## src/rtl/chan_link_pkg.sv

```systemverilog
package chan_link_pkg;

  typedef enum logic [3:0] {
    ST_DIS_IDLE,
    ST_DIS_TEST,
    ST_ERR_INT,
    ST_DIS_ERR,
    ST_EN_REQ,
    ST_EN_WAIT,
    ST_EN_BUF,
    ST_ENABLED,
    ST_DS_FEED,
    ST_DS_OPEN,
    ST_DS_INT,
    ST_DS_WAIT,
    ST_HALT
  } link_state_t;

  typedef enum logic [1:0] {
    NOTE_NONE    = 2'b00,
    NOTE_ENABLE  = 2'b01,
    NOTE_DISABLE = 2'b10,
    NOTE_UNEXP   = 2'b11
  } note_t;

endpackage

```

## src/rtl/chan_link_sync.sv

```systemverilog
module chan_link_sync #(
  parameter int WIDTH  = 3,
  parameter int STAGES = 2
) (
  input  logic             clk,
  input  logic             rst_n,
  input  logic [WIDTH-1:0] d,
  output logic [WIDTH-1:0] q
);

  for (genvar i = 0; i < WIDTH; i++) begin : g_bit
    logic [STAGES-1:0] sh;
    always_ff @(posedge clk or negedge rst_n) begin
      if (!rst_n) sh <= '0;
      else        sh <= {sh[STAGES-2:0], d[i]};
    end
    assign q[i] = sh[STAGES-1];
  end

endmodule

```

## src/rtl/chan_link_fsm.sv

```systemverilog
module chan_link_fsm
  import chan_link_pkg::*;
#(
  parameter int N_TESTS = 3,
  localparam int OW = (N_TESTS > 1) ? $clog2(N_TESTS) : 1
) (
  input  logic               clk,
  input  logic               rst_n,
  input  logic               en_req,
  input  logic               test_req,
  input  logic               host_irq,
  input  logic [OW-1:0]      host_order,
  input  logic               host_go,
  input  logic               sel_det,
  output logic               host_int,
  output logic [1:0]         host_note,
  output logic               link_enabled,
  output logic               buf_to_unit,
  output logic               feed_on,
  output logic               open_on,
  output logic               sel_take,
  output logic               scan_step,
  output logic               test_loop,
  output logic [N_TESTS-1:0] test_start,
  output logic               err_flag,
  output logic               halted,
  output logic               capture
);

  link_state_t st_q, st_d;

  always_comb begin
    st_d = st_q;
    unique case (st_q)
      ST_DIS_IDLE: begin
        if (test_req)      st_d = ST_DIS_TEST;
        else if (host_irq) st_d = ST_ERR_INT;
        else if (en_req)   st_d = ST_EN_REQ;
      end
      ST_DIS_TEST: if (!test_req) st_d = ST_DIS_IDLE;
      ST_ERR_INT:  st_d = ST_DIS_ERR;
      ST_DIS_ERR:  st_d = ST_DIS_ERR;
      ST_EN_REQ:   st_d = ST_EN_WAIT;
      ST_EN_WAIT:  if (host_go) st_d = ST_EN_BUF;
      ST_EN_BUF:   st_d = ST_ENABLED;
      ST_ENABLED: begin
        if (test_req)     st_d = ST_HALT;
        else if (!en_req) st_d = ST_DS_FEED;
      end
      ST_DS_FEED:  st_d = test_req ? ST_HALT : ST_DS_OPEN;
      ST_DS_OPEN:  st_d = ST_DS_INT;
      ST_DS_INT:   st_d = ST_DS_WAIT;
      ST_DS_WAIT:  if (host_go) st_d = ST_DIS_IDLE;
      ST_HALT:     st_d = ST_HALT;
      default:     st_d = ST_DIS_IDLE;
    endcase
  end

  always_ff @(posedge clk or negedge rst_n) begin
    if (!rst_n) st_q <= ST_DIS_IDLE;
    else        st_q <= st_d;
  end

  logic loop_free;
  assign loop_free = (st_q == ST_ENABLED) && en_req && !test_req;

  always_comb begin
    unique case (st_q)
      ST_EN_REQ:  host_note = NOTE_ENABLE;
      ST_DS_INT:  host_note = NOTE_DISABLE;
      ST_ERR_INT: host_note = NOTE_UNEXP;
      default:    host_note = NOTE_NONE;
    endcase
  end

  assign host_int     = (st_q == ST_EN_REQ) || (st_q == ST_DS_INT) || (st_q == ST_ERR_INT);
  assign link_enabled = (st_q == ST_EN_REQ) || (st_q == ST_EN_WAIT) || (st_q == ST_EN_BUF) ||
                        (st_q == ST_ENABLED) || (st_q == ST_DS_FEED) || (st_q == ST_DS_OPEN);
  assign buf_to_unit  = (st_q == ST_EN_BUF) || (st_q == ST_ENABLED) || (st_q == ST_DS_FEED) ||
                        (st_q == ST_DS_OPEN) || (st_q == ST_DS_INT) || (st_q == ST_DS_WAIT);
  assign feed_on      = (st_q == ST_ENABLED);
  assign open_on      = (st_q == ST_ENABLED) || (st_q == ST_DS_FEED);
  assign sel_take     = loop_free && sel_det;
  assign scan_step    = loop_free && !sel_det;
  assign test_loop    = (st_q == ST_DIS_TEST);
  assign err_flag     = (st_q == ST_ERR_INT) || (st_q == ST_DIS_ERR);
  assign halted       = (st_q == ST_HALT);
  assign capture      = (st_q == ST_DIS_IDLE) || (st_q == ST_DIS_TEST) ||
                        (st_q == ST_ERR_INT) || (st_q == ST_DIS_ERR);

  always_comb begin
    test_start = '0;
    if (test_loop && host_irq && (int'(host_order) < N_TESTS))
      test_start = N_TESTS'(1) << host_order;
  end

  // buffer goes to the unit only right after a go reply
  p_buf_after_go_r4: assert property (@(posedge clk) disable iff (!rst_n)
    $rose(buf_to_unit) |-> $past(host_go));
  // buffer returns to the host only after go, or on emergency stop
  p_buf_release_r8: assert property (@(posedge clk) disable iff (!rst_n)
    $fell(buf_to_unit) |-> ($past(host_go) || halted));
  // every interrupt is a single-cycle pulse
  p_int_single_r2: assert property (@(posedge clk) disable iff (!rst_n)
    host_int |=> !host_int);
  // halted is sticky
  p_halt_sticky_r9: assert property (@(posedge clk) disable iff (!rst_n)
    halted |=> halted);
  // at most one test ordered per cycle
  p_test_onehot_r3: assert property (@(posedge clk) disable iff (!rst_n)
    $onehot0(test_start));
  // selection hand-off and scanner step never together
  p_sel_scan_r7: assert property (@(posedge clk) disable iff (!rst_n)
    !(sel_take && scan_step));

endmodule

```

## src/rtl/chan_link_relay.sv

```systemverilog
module chan_link_relay #(
  parameter int N_CHAINS = 2,
  localparam int CW = (N_CHAINS > 1) ? $clog2(N_CHAINS) : 1
) (
  input  logic                clk,
  input  logic                rst_n,
  input  logic                capture,
  input  logic                prio_high,
  input  logic                feed_on,
  input  logic                open_on,
  output logic [N_CHAINS-1:0] coil_feed,
  output logic [N_CHAINS-1:0] coil_open,
  output logic                lamp_on
);

  logic [CW-1:0] chain_q;

  always_ff @(posedge clk or negedge rst_n) begin
    if (!rst_n)       chain_q <= '0;
    else if (capture) chain_q <= prio_high ? CW'(N_CHAINS-1) : '0;
  end

  for (genvar i = 0; i < N_CHAINS; i++) begin : g_chain
    assign coil_feed[i] = feed_on && (chain_q == CW'(i));
    assign coil_open[i] = open_on && (chain_q == CW'(i));
  end

  assign lamp_on = (|coil_feed) || (|coil_open);

  // feed coil never energised without its bypass-open coil
  p_feed_needs_open_r5: assert property (@(posedge clk) disable iff (!rst_n)
    (|coil_feed) |-> (coil_open & coil_feed) == coil_feed);
  // only one chain is ever driven
  p_one_chain_r5: assert property (@(posedge clk) disable iff (!rst_n)
    $onehot0(coil_open));
  // chain choice frozen while coils stay engaged
  p_chain_hold_r6: assert property (@(posedge clk) disable iff (!rst_n)
    ((|coil_open) && $past(|coil_open)) |-> $stable(coil_open));

endmodule

```

## src/rtl/chan_link_ctrl.sv

```systemverilog
module chan_link_ctrl #(
  parameter int SYNC_STAGES = 2,
  parameter int N_TESTS     = 3,
  parameter int N_CHAINS    = 2,
  localparam int OW = (N_TESTS > 1) ? $clog2(N_TESTS) : 1
) (
  input  logic                clk,
  input  logic                rst_n,
  input  logic                sw_enable,
  input  logic                sw_test,
  input  logic                prio_high,
  input  logic                host_irq,
  input  logic [OW-1:0]       host_order,
  input  logic                host_go,
  input  logic                sel_det,
  output logic                host_int,
  output logic [1:0]          host_note,
  output logic                link_enabled,
  output logic                buf_to_unit,
  output logic [N_CHAINS-1:0] coil_feed,
  output logic [N_CHAINS-1:0] coil_open,
  output logic                lamp_on,
  output logic                sel_take,
  output logic                scan_step,
  output logic                test_loop,
  output logic [N_TESTS-1:0]  test_start,
  output logic                err_flag,
  output logic                halted
);

  logic [2:0] sw_s;
  logic       feed_on, open_on, capture;

  chan_link_sync #(.WIDTH(3), .STAGES(SYNC_STAGES)) u_sync (
    .clk(clk), .rst_n(rst_n),
    .d({prio_high, sw_test, sw_enable}),
    .q(sw_s)
  );

  chan_link_fsm #(.N_TESTS(N_TESTS)) u_fsm (
    .clk(clk), .rst_n(rst_n),
    .en_req(sw_s[0]), .test_req(sw_s[1]),
    .host_irq(host_irq), .host_order(host_order), .host_go(host_go),
    .sel_det(sel_det),
    .host_int(host_int), .host_note(host_note),
    .link_enabled(link_enabled), .buf_to_unit(buf_to_unit),
    .feed_on(feed_on), .open_on(open_on),
    .sel_take(sel_take), .scan_step(scan_step),
    .test_loop(test_loop), .test_start(test_start),
    .err_flag(err_flag), .halted(halted), .capture(capture)
  );

  chan_link_relay #(.N_CHAINS(N_CHAINS)) u_relay (
    .clk(clk), .rst_n(rst_n),
    .capture(capture), .prio_high(sw_s[2]),
    .feed_on(feed_on), .open_on(open_on),
    .coil_feed(coil_feed), .coil_open(coil_open), .lamp_on(lamp_on)
  );

  // relays only ever engage with the line buffer on the unit side
  p_coils_need_buf_r4: assert property (@(posedge clk) disable iff (!rst_n)
    (|coil_open) |-> buf_to_unit);

endmodule

```

## config.mk

```make
export PLATFORM = sky130hd
export DESIGN_NAME = chan_link_ctrl
export DESIGN_NICKNAME = d
export VERILOG_FILES = /design/src/rtl/chan_link_pkg.sv /design/src/rtl/chan_link_sync.sv /design/src/rtl/chan_link_fsm.sv /design/src/rtl/chan_link_relay.sv /design/src/rtl/chan_link_ctrl.sv
export SDC_FILE = /design/constraint.sdc
export NUM_CORES = 1
export LEC_CHECK = 0
export ABC_CLOCK_PERIOD_IN_PS = 2650
export BUFFER_PORTS_ARGS = -buffer_cell sky130_fd_sc_hd__buf_2
export CAP_MARGIN = 20
export CORE_MARGIN = 10
export CORE_UTILIZATION = 30
export DETAILED_ROUTE_END_ITERATION = 8
export PLACE_DENSITY = 0.62
export SLEW_MARGIN = 20
export SYNTH_ARGS = -nofsm -noshare
export SYNTH_HDL_FRONTEND = slang
export SYNTH_SLANG_ARGS = --single-unit
```

## constraint.sdc

```tcl
create_clock -name clk -period 2.65 [get_ports clk]
set_input_delay 0.265 -clock clk [delete_from_list [all_inputs] [get_ports clk]]
set_output_delay 0.265 -clock clk [all_outputs]
set_load 0.01 [all_outputs]
```

## Word level (Yosys, flattened, before mapping)

Cells that the tools add are included.

- Bitwise operators: 1
- Eq/ne operators: 17
- Muxes and demuxes: 13
- $lt $le $gt $ge: 1
- Shifts and indexed selects: 1
- Reduce and logical (&&, ||, !) cells: 35

Operators by type and width:

| cell | count |
|---|---|
| $pmux 4 s12 | 1 |
| $mux 4 | 8 |
| $eq 4x4->1 const B | 5 |
| $logic_or 1x1->1 | 18 |
| $eq 4x3->1 const B | 4 |
| $logic_and 1x1->1 | 10 |
| $eq 4x2->1 const B | 2 |
| $mux 3 | 2 |
| $ne 2x2->1 const B | 3 |
| $pmux 2 s3 | 1 |
| $reduce_or 2->1 | 3 |
| $reduce_and 5->1 | 1 |
| $eq 4x1->1 const B | 1 |
| $logic_not 4->1 | 1 |
| $ne 4x4->1 const B | 1 |
| $ne 3x3->1 const B | 1 |
| $shl 1x2->3 const A | 1 |
| $logic_not 1->1 | 2 |
| $lt 2x2->1 const B | 1 |
| $mux 1 | 1 |
| $not 1->1 | 1 |

- Word-level logic and storage cells: 73
- Bits of input ports: 10
- Bits in registers: 11

## Depth between registers and ports, before layout

Gate-level depths: netlist of the first run.

- Word-level depth: 6
- Gate-level depth with buffers: 6
- Gate-level depth less buffers: 5

## Cells and area by module

Synthesis of the first run repeated with hierarchy kept, for this count alone.

- Cells, all modules: 86
- Area total of the unflattened synthesis: 765.7 um^2

Modules (own cells, without submodules):

| module | times used | cells each | sequential area each (um^2) | area each (um^2) |
|---|---|---|---|---|
| chan_link_fsm | 1 | 70 | 100.1 | 519.2 |
| chan_link_sync | 1 | 9 | 150.1 | 172.7 |
| chan_link_relay | 1 | 7 | 25.0 | 73.8 |

## Worst setup path before layout of the first run

OpenSTA, ideal clock, no wires.

- Kind: reg2out
- Start: register u_fsm.st_q[3]
- End: output port test_start[1]
- Buffers on the path: 1
- Slack: 0.943 ns
- Stages on the path, launching flop included: 6
- Data arrival time: 1.442 ns
- Data required time: 2.385 ns
- Cell sequence: dfrtp_1 buf_6 nor2_1 and3_1 nand2_1 nor3b_1

- Word-level cells in the longest chain between the ends: 4

Ends and longest elaborated chain:

| element | line | text |
|---|---|---|
| start: declaration | chan_link_fsm.sv:30 | `link_state_t st_q, st_d;` |
| start signal: assignment | chan_link_fsm.sv:61 | `else st_q <= st_d;` |
| $eq 4x1->1 | chan_link_fsm.sv:85 | `assign test_loop = (st_q == ST_DIS_TEST);` |
| named net test_loop | chan_link_ctrl.sv:25 | `output logic test_loop,` |
| $logic_and 1x1->1 (2 in a row) | chan_link_fsm.sv:93 | `if (test_loop && host_irq && (int'(host_order) < N_TESTS))` |
| $mux 3 | chan_link_fsm.sv:93 |  |
| end: declaration | chan_link_ctrl.sv:26 | `output logic [N_TESTS-1:0] test_start,` |

The timed path passes the listed nets, and every way through them passes these cells.

## Worst setup path in the final report of the first run

- Start: register u_fsm.st_q[2]
- End: output port coil_open[1]

- Word-level cells in the longest chain between the ends: 3

Ends and longest elaborated chain:

| element | line | text |
|---|---|---|
| $eq 4x3->1 / $eq 4x4->1 (equally long branches) | chan_link_fsm.sv:82 | `assign open_on = (st_q == ST_ENABLED) \|\| (st_q == ST_DS_FEED);` |
| $logic_or 1x1->1 * | chan_link_fsm.sv:82 |  |
| $logic_and 1x1->1 * | chan_link_relay.sv:25 | `assign coil_open[i] = open_on && (chain_q == CW'(i));` |
| end: declaration | chan_link_ctrl.sv:21 | `output logic [N_CHAINS-1:0] coil_open,` |

Every way passes the cells marked *; elsewhere a longest branch is shown, timed or not.

==> summary.md, run 1 <==
| Metric | Value |
|---|---|
| First-pass DRT Iterations | 4 |
| Post-CTS Hold Fix Bufs | 1 |
| DP Area | 912 sq um |
| Dpl cells | around 140 |
| H-Tree Level Count | 1 |
| Seq/Total Area, Yosys | ~33% |
| Synth top area share | approximately a third |
| Cells after Synth | between 80 and 90 |
| Die Y | 72.8 um |
| Core area | between 2000 and 3000 sq um |
| TNS Setup | 0 ns |
| Maxcap violations | 0 |
| Post-CTS setup buffers | 0 |
| Critical path peak fanout | 20 |
| P_leak | between 0.0004 and 0.0005 uW |
| Die area | ~5300 sq um |
| CTS Buf Count | 3 |
| Maximum buffer depth of the clock tree | 2 |
| Clock tree from TritonCTS | built |
| Slew @ Worst Pin | between 0.5 and 0.6 ns |
| Critical path startpoint category | flip-flop |
| Ys async rst share | 100% |
| RSZ-0062 raised after global routing | false |
| Fmax | roughly 450 MHz |
| Final worst-path cycle share | a little over four fifths |
| CTS clk-pin slew, worst paths | around 0.06 ns |
| Residual DRC count | 0 |
| Post-DRT Antenna Nets | 0 |
| Worst Path Buf+Inv | 1 |
| Syn Std Cell Area | around 840 sq um |
| Ant. Diodes | 0 |
| Syn avg cell area | 9.39 sq um |
| Top Ports | 28 |
| IR drop worst, VDD | about 0.34 mV |
| Kind of cell adding the most delay to the critical path | simple AND/OR/NAND/NOR gates |
| Vias | around 700 |
| Vias in the first global route | just under 700 |
| Fin nets | around 120 |
| Clock Skews | between 0.003 and 0.004 ns |
| Slowest cell on the critical path | dfrtp_1 |
| Min-delay worst type | primary input to flip-flop |
| First-pass GRT wire length | roughly 3000 um |
| Clock Tree Root | clkbuf_4 |
| Clock Sink Count | 11 |
| Initial Utilization | a little under a third |
| Worst EP required | approximately 2.4 ns |
| Initial antenna violation count | 0 |
| Synth cell types | 36 |
| Arr. time, crit path | approximately 2.0 ns |
| GRT Overall Usage | 6.67% |
| Resize count post-CTS | 0 |
| Yosys top cell by area | dfrtp_1 |
| Horiz. Die Dim | ~73 um |
| Area grow syn2layout | 13.5% |
| Commonest cells in the netlist | dfrtp_1, nor2_1, nor3_1 |
| Gp weighted congestion | 0.863 |
| PD cells | 314 nW/um^2 |
| Crit-path cells | or2b_2, nor3_1, a21oi_1, nor2b_1, buf_2 |
| Synth top area cells | dfrtp_1, buf_6, clkbuf_8, nor2_1, nor3_1 |
| Starting DRC count in detailed routing | 48 |
| #FFs+latches synth | 11 |
| Core Rows | 19 |
| Post-synth EDFFs | 0 |
| Synth warn | 0 |
| Worst skew pair latency | 0.25 ns |
| GRT Residual Overflow | 0 |
| Status | finished, final reports clean |
| Main flop type after synthesis | dfrtp_1 |
| Share of layout cells above drive strength 1 | about 37% |
| Net count after synthesis | between 90 and 100 |
| DR vias/cell | about 5.0 |
| Max incr delay on CP | between 0.6 and 0.7 ns |
| Relative max-transition margin | between 60% and 70% |
| Drt wl/cell | about 13 um |
| I/O Buffers | 27 |
| Largest net degree at the start of global routing | 21 |
| Crit end category | output port |
| Final Instance Area | roughly 950 sq um |
| Tmin final | around 2.2 ns |
| Dpl hpwl | between 1000 and 1500 um |
| CP Class | flip-flop to output port |
| Finish-stage setup viols | 0 |
| Hold Fails Final Rpt | 0 |
| Cell Count, Final, Fillers Out | 144 |
| Routed WL | around 1800 um |
| Pins Over Slew Limit | 0 |
[cell usage in the layout (no fill, tap or decap), types with 2 or more instances in the layout]
cell type / count
buf_2: 27
nand2b_1: 2
o21ai_0: 6
nor2_1: 11
dfrtp_1: 11
inv_1: 4
clkbuf_4: 3
a21oi_1: 5
or2b_2: 2
nor3b_1: 4
and3_1: 2
nand2_1: 4
nor3_1: 7
[final timing paths]
kind | from | to | slack (ns) | cells past startpoint
max | u_fsm.st_q[2] | coil_open[1] | 0.41 | 5
min | sw_test | u_sync.g_bit[1].sh[0] | 0.11 | 1
max reg2reg | u_fsm.st_q[2] | u_fsm.st_q[1] | 0.75 | 5
min reg2reg | u_sync.g_bit[2].sh[0] | u_sync.g_bit[2].sh[1] | 0.35 | 0
max in group asynchronous | rst_n | u_sync.g_bit[0].sh[1] | 2.07 | 2
min in group asynchronous | rst_n | u_sync.g_bit[1].sh[0] | 0.39 | 2
[power breakdown]
group          switching (uW)  internal, uW  leakage (uW)
clock network            46.1          57.9     0.0000150
registers                4.72           173      0.000127
logic                    7.42          8.55      0.000331
total                    58.2           240      0.000473
[kinds of logic (layout without fill, tap and decap cells)]
kind of cell / count (synthesis) / after routing / synth area share [%]
compound gates: 22 / 22 / 21.3
xor+xnor: 1 / 1 / 1.05
buf+inv: 12 / 36 / 13.5
flops: 11 / 11 / 32.9
mux: 1 / 1 / 1.35
simple gates: 42 / 42 / 29.9
[layer usage]
metal | vias up | GRT usage [%] | share of wire (%)
li1 | 368 | - | -
met1 | 329 | 7.18 | 43
met2 | 16 | 10.9 | 50
met3 | 0 | 3.54 | 7.3
met4 | 0 | 2.32 | 0
met5 | - | 0 | 0
[sequential cells by signal, indices dropped and copies added, names as in the netlist]
signal           cells
u_sync.g_bit.sh      6
u_fsm.st_q           4
u_relay.chain_q      1
[stage by stage]
stage	utilization, %	hold slack (ns)	power (uW)	worst slack (ns)
2_1_floorplan	-	-0.0306	186	0.943
3_3_place_gp	33.7	0.136	196	0.749
3_5_place_dp	33.7	0.138	196	0.696
4_1_cts	35.0	0.103	306	0.410
5_1_grt	35.0	0.0876	316	0.224
6_report	35.0	0.114	298	0.406
[cell type report]
class                           count  area (sq um)
Inverter                            4          15.0
Multi-Input combinational cell     66           448
Sequential cell                    11           275
Tap cell                           31          38.8
Fill cell                         295          1760
Timing Repair Buffer               28           145
Clock buffer                        4          26.3
Note: power is estimated with default switching activity, not from simulation.
==> inputs of run 2 (changes only) <==
--- a/config.mk
+++ b/config.mk
@@ -5,7 +5,7 @@
 export SDC_FILE = /design/constraint.sdc
 export NUM_CORES = 1
 export LEC_CHECK = 0
-export ABC_CLOCK_PERIOD_IN_PS = 2650
+export ABC_CLOCK_PERIOD_IN_PS = 2200
 export BUFFER_PORTS_ARGS = -buffer_cell sky130_fd_sc_hd__buf_2
 export CAP_MARGIN = 20
 export CORE_MARGIN = 10
==> constraint.sdc (replaced) <==
create_clock -name clk -period 2.2 [get_ports clk]
set_input_delay 0.22 -clock clk [delete_from_list [all_inputs] [get_ports clk]]
set_output_delay 0.22 -clock clk [all_outputs]
set_load 0.01 [all_outputs]
==> summary.md, run 2 (same netlist as run 1, synthesis figures left out) <==
| Metric | Value |
|---|---|
| Status | finished, final reports clean (unchanged) |
| Post-DRT Antenna Nets | 0 (unchanged) |
| Clock Skews | 0.000390 ns (was 0.00345 ns) |
| GRT Residual Overflow | 0 (unchanged) |
| Maximum buffer depth of the clock tree | 2 (unchanged) |
| CTS clk-pin slew, worst paths | 0.07 ns (was 0.06 ns) |
| Final worst-path cycle share | approximately nine tenths |
| Post-Route Utilization | 35.9% (was 35.0%) |
| Initial Utilization | 30.8% (unchanged) |
| DP Area | 920 sq um (was 912 sq um) |
| Residual DRC count | 0 (unchanged) |
| Arr. time, crit path | 1.79 ns (was 1.98 ns) |
| Slew @ Worst Pin | 0.520 ns (was 0.528 ns) |
| Horiz. Die Dim | 72.8 um (unchanged) |
| Hold Fails Final Rpt | 0 (unchanged) |
| Clock network power share | 36.0% (was 34.9%) |
| CTS Buf Count | 3 (unchanged) |
| Combinational power share | 6.5% (was 5.4%) |
| H-Tree Level Count | 1 (unchanged) |
| Vias in the first global route | 690 (was 685) |
| Top Ports | 28 (unchanged) |
| Most frequent cells in the layout | buf_2, nor2_1, dfrtp_1, nor3_1, o21ai_0 (unchanged) |
| Fmax | about 500 MHz |
| Max incr delay on CP | 0.57 ns (was 0.67 ns) |
| Clock tree from TritonCTS | built (unchanged) |
| Filler cells | 289 (was 295) |
| Hold_ws | 0.0607 ns (was 0.114 ns) |
| Slowest cell on the critical path | dfrtp_2 (was dfrtp_1) |
| DR vias/cell | 5.04 (was 4.95) |
| Largest registers | u_sync.g_bit.sh (6), u_fsm.st_q (4), u_relay.chain_q (1) (unchanged) |
| Ant. Diodes | 0 (unchanged) |
| Max reg flops | 6 (unchanged) |
| Starting DRC count in detailed routing | 51 (was 48) |
| Fin nets | 125 (was 124) |
| Clock Sink Count | 11 (unchanged) |
| Hold Crit Depth | 1 (unchanged) |
| Tmin final | approximately 2.0 ns |
| Die Y | 72.8 um (unchanged) |
| Core area | 2710 sq um (unchanged) |
| Pins Over Slew Limit | 0 (unchanged) |
| P_leak | 0.000486 uW (was 0.000473 uW) |
| Worst skew pair latency | 0.26 ns (was 0.25 ns) |
| Crit end category | output port (unchanged) |
| Worst EP required | 1.98 ns (was 2.38 ns) |
| PD cells | 378 nW/um^2 (was 314 nW/um^2) |
| Area grow syn2layout | 16.5% (was 13.5%) |
| Reg-to-reg slack, setup | 0.41 ns (was 0.75 ns) |
| Critical path startpoint category | flip-flop (unchanged) |
| Routed WL | 1960 um (was 1810 um) |
| Relative max-transition margin | 65.4% (was 64.8%) |
| Finish-stage setup viols | 0 (unchanged) |
| Switching power | 81.3 uW (was 58.2 uW) |
| Final Instance Area | 973 sq um (was 948 sq um) |
| Dpl hpwl | 1510 um (was 1430 um) |
| IR drop worst, VDD | 0.393 mV (was 0.343 mV) |
| Seq pwr share | 57.5% (was 59.7%) |
| TNS Setup | 0 ns (unchanged) |
| Crit-path cells | or2b_2, nor3_2, a21oi_1, nor2b_1, buf_2 (was or2b_2, nor3_1, a21oi_1, nor2b_1, buf_2) |
| Min-delay worst type | primary input to flip-flop (unchanged) |
| Maxcap violations | 0 (unchanged) |
| Die area | 5300 sq um (unchanged) |
| Initial antenna violation count | 0 (unchanged) |
| Clock Tree Root | clkbuf_4 (unchanged) |
| GRT Overall Usage | 7.20% (was 6.67%) |
| Gp weighted congestion | 0.872 (was 0.863) |
| Biggest register | u_sync.g_bit.sh (unchanged) |
| Worst-case reg-to-reg path depth | 5 (unchanged) |
| Switch share | 22.1% (was 19.5%) |
| RSZ-0062 raised after global routing | false (unchanged) |
| Core Rows | 19 (unchanged) |
| I/O Buffers | 27 (unchanged) |
| CP Class | flip-flop to output port (unchanged) |
| First-pass GRT wire length | 3190 um (was 3010 um) |
| Vias | 731 (was 713) |
| Drt wl/cell | 13.5 um (was 12.6 um) |
| Commonest non-fill, non-tap cell in the layout | buf_2 (unchanged) |
| Tot Pwr | 368 uW (was 298 uW) |
| P_int | 287 uW (was 240 uW) |
| First-pass DRT Iterations | 4 (unchanged) |
| Critical path peak fanout | 20 (unchanged) |
| Largest net degree at the start of global routing | 21 (unchanged) |
| Share of layout cells above drive strength 1 | 43.0% (was 37.2%) |
==> run 2: critical path, delay by kind of cell (launching register included) <==
family / cells / cell delay [ns]
flip-flops: 1 / 0.57
AO/OA/AOI/OAI: 1 / 0.12
buffers and inverters: 1 / 0.14
AND/OR/NAND/NOR: 3 / 0.70
==> run 2: worst paths after layout <==
kind	start	to
min in group asynchronous	rst_n	u_sync.g_bit[2].sh[1]
hold reg to reg	u_sync.g_bit[1].sh[0]	u_sync.g_bit[1].sh[1]
setup reg to reg	u_fsm.st_q[3]	u_fsm.st_q[2]
hold / removal	sw_test	u_sync.g_bit[1].sh[0]
max in group asynchronous	rst_n	u_fsm.st_q[3]
setup / recovery	u_fsm.st_q[2]	coil_open[1]
==> run 2: final cells by class <==
class | count | area (sq um) | area share (%)
clock buffer | 3 | 22.5 | 2.31
clock inverter | 1 | 5.00 | 0.514
inverter | 4 | 15.0 | 1.54
multi-input combinational | 66 | 460 | 47.3
sequential | 11 | 279 | 28.7
tap | 31 | 38.8 | 3.98
timing repair buffer | 29 | 153 | 15.7
==> run 2: metal layers <==
metal	vias to the layer above	wire, um	global-route usage [%]
li1	365	-	-
met1	350	855	8.30
met2	16	945	11.9
met3	0	156	3.40
met4	0	0	1.27
met5	-	0	0
==> run 2: per-stage QoR <==
| step | instances | worst slack (ns) |
|---|---|---|
| floorplan | 89 | 0.538 |
| global placement | 140 | 0.264 |
| detailed placement | 140 | 0.262 |
| CTS | 145 | 0.0345 |
| global route | 145 | 0.0489 |
| finish | 145 | 0.192 |
==> run 2: power groups by stage <==
stage	clock network [uW]	registers [uW]	logic, uW
floorplan	0	215	8.60
global placement	0	216	22.5
detailed placement	0	216	22.8
CTS	140	212	24.2
global route	150	213	26.5
finish	133	212	23.9
==> run 2: timing repair <==
item                       in CTS  in global routing
pin swaps                       0                  0
hold endpoints to repair       11                  0
hold buffers                    1                  0
setup endpoints to repair       3                  8
gates resized for setup         1                  5
setup buffers                   0                  0
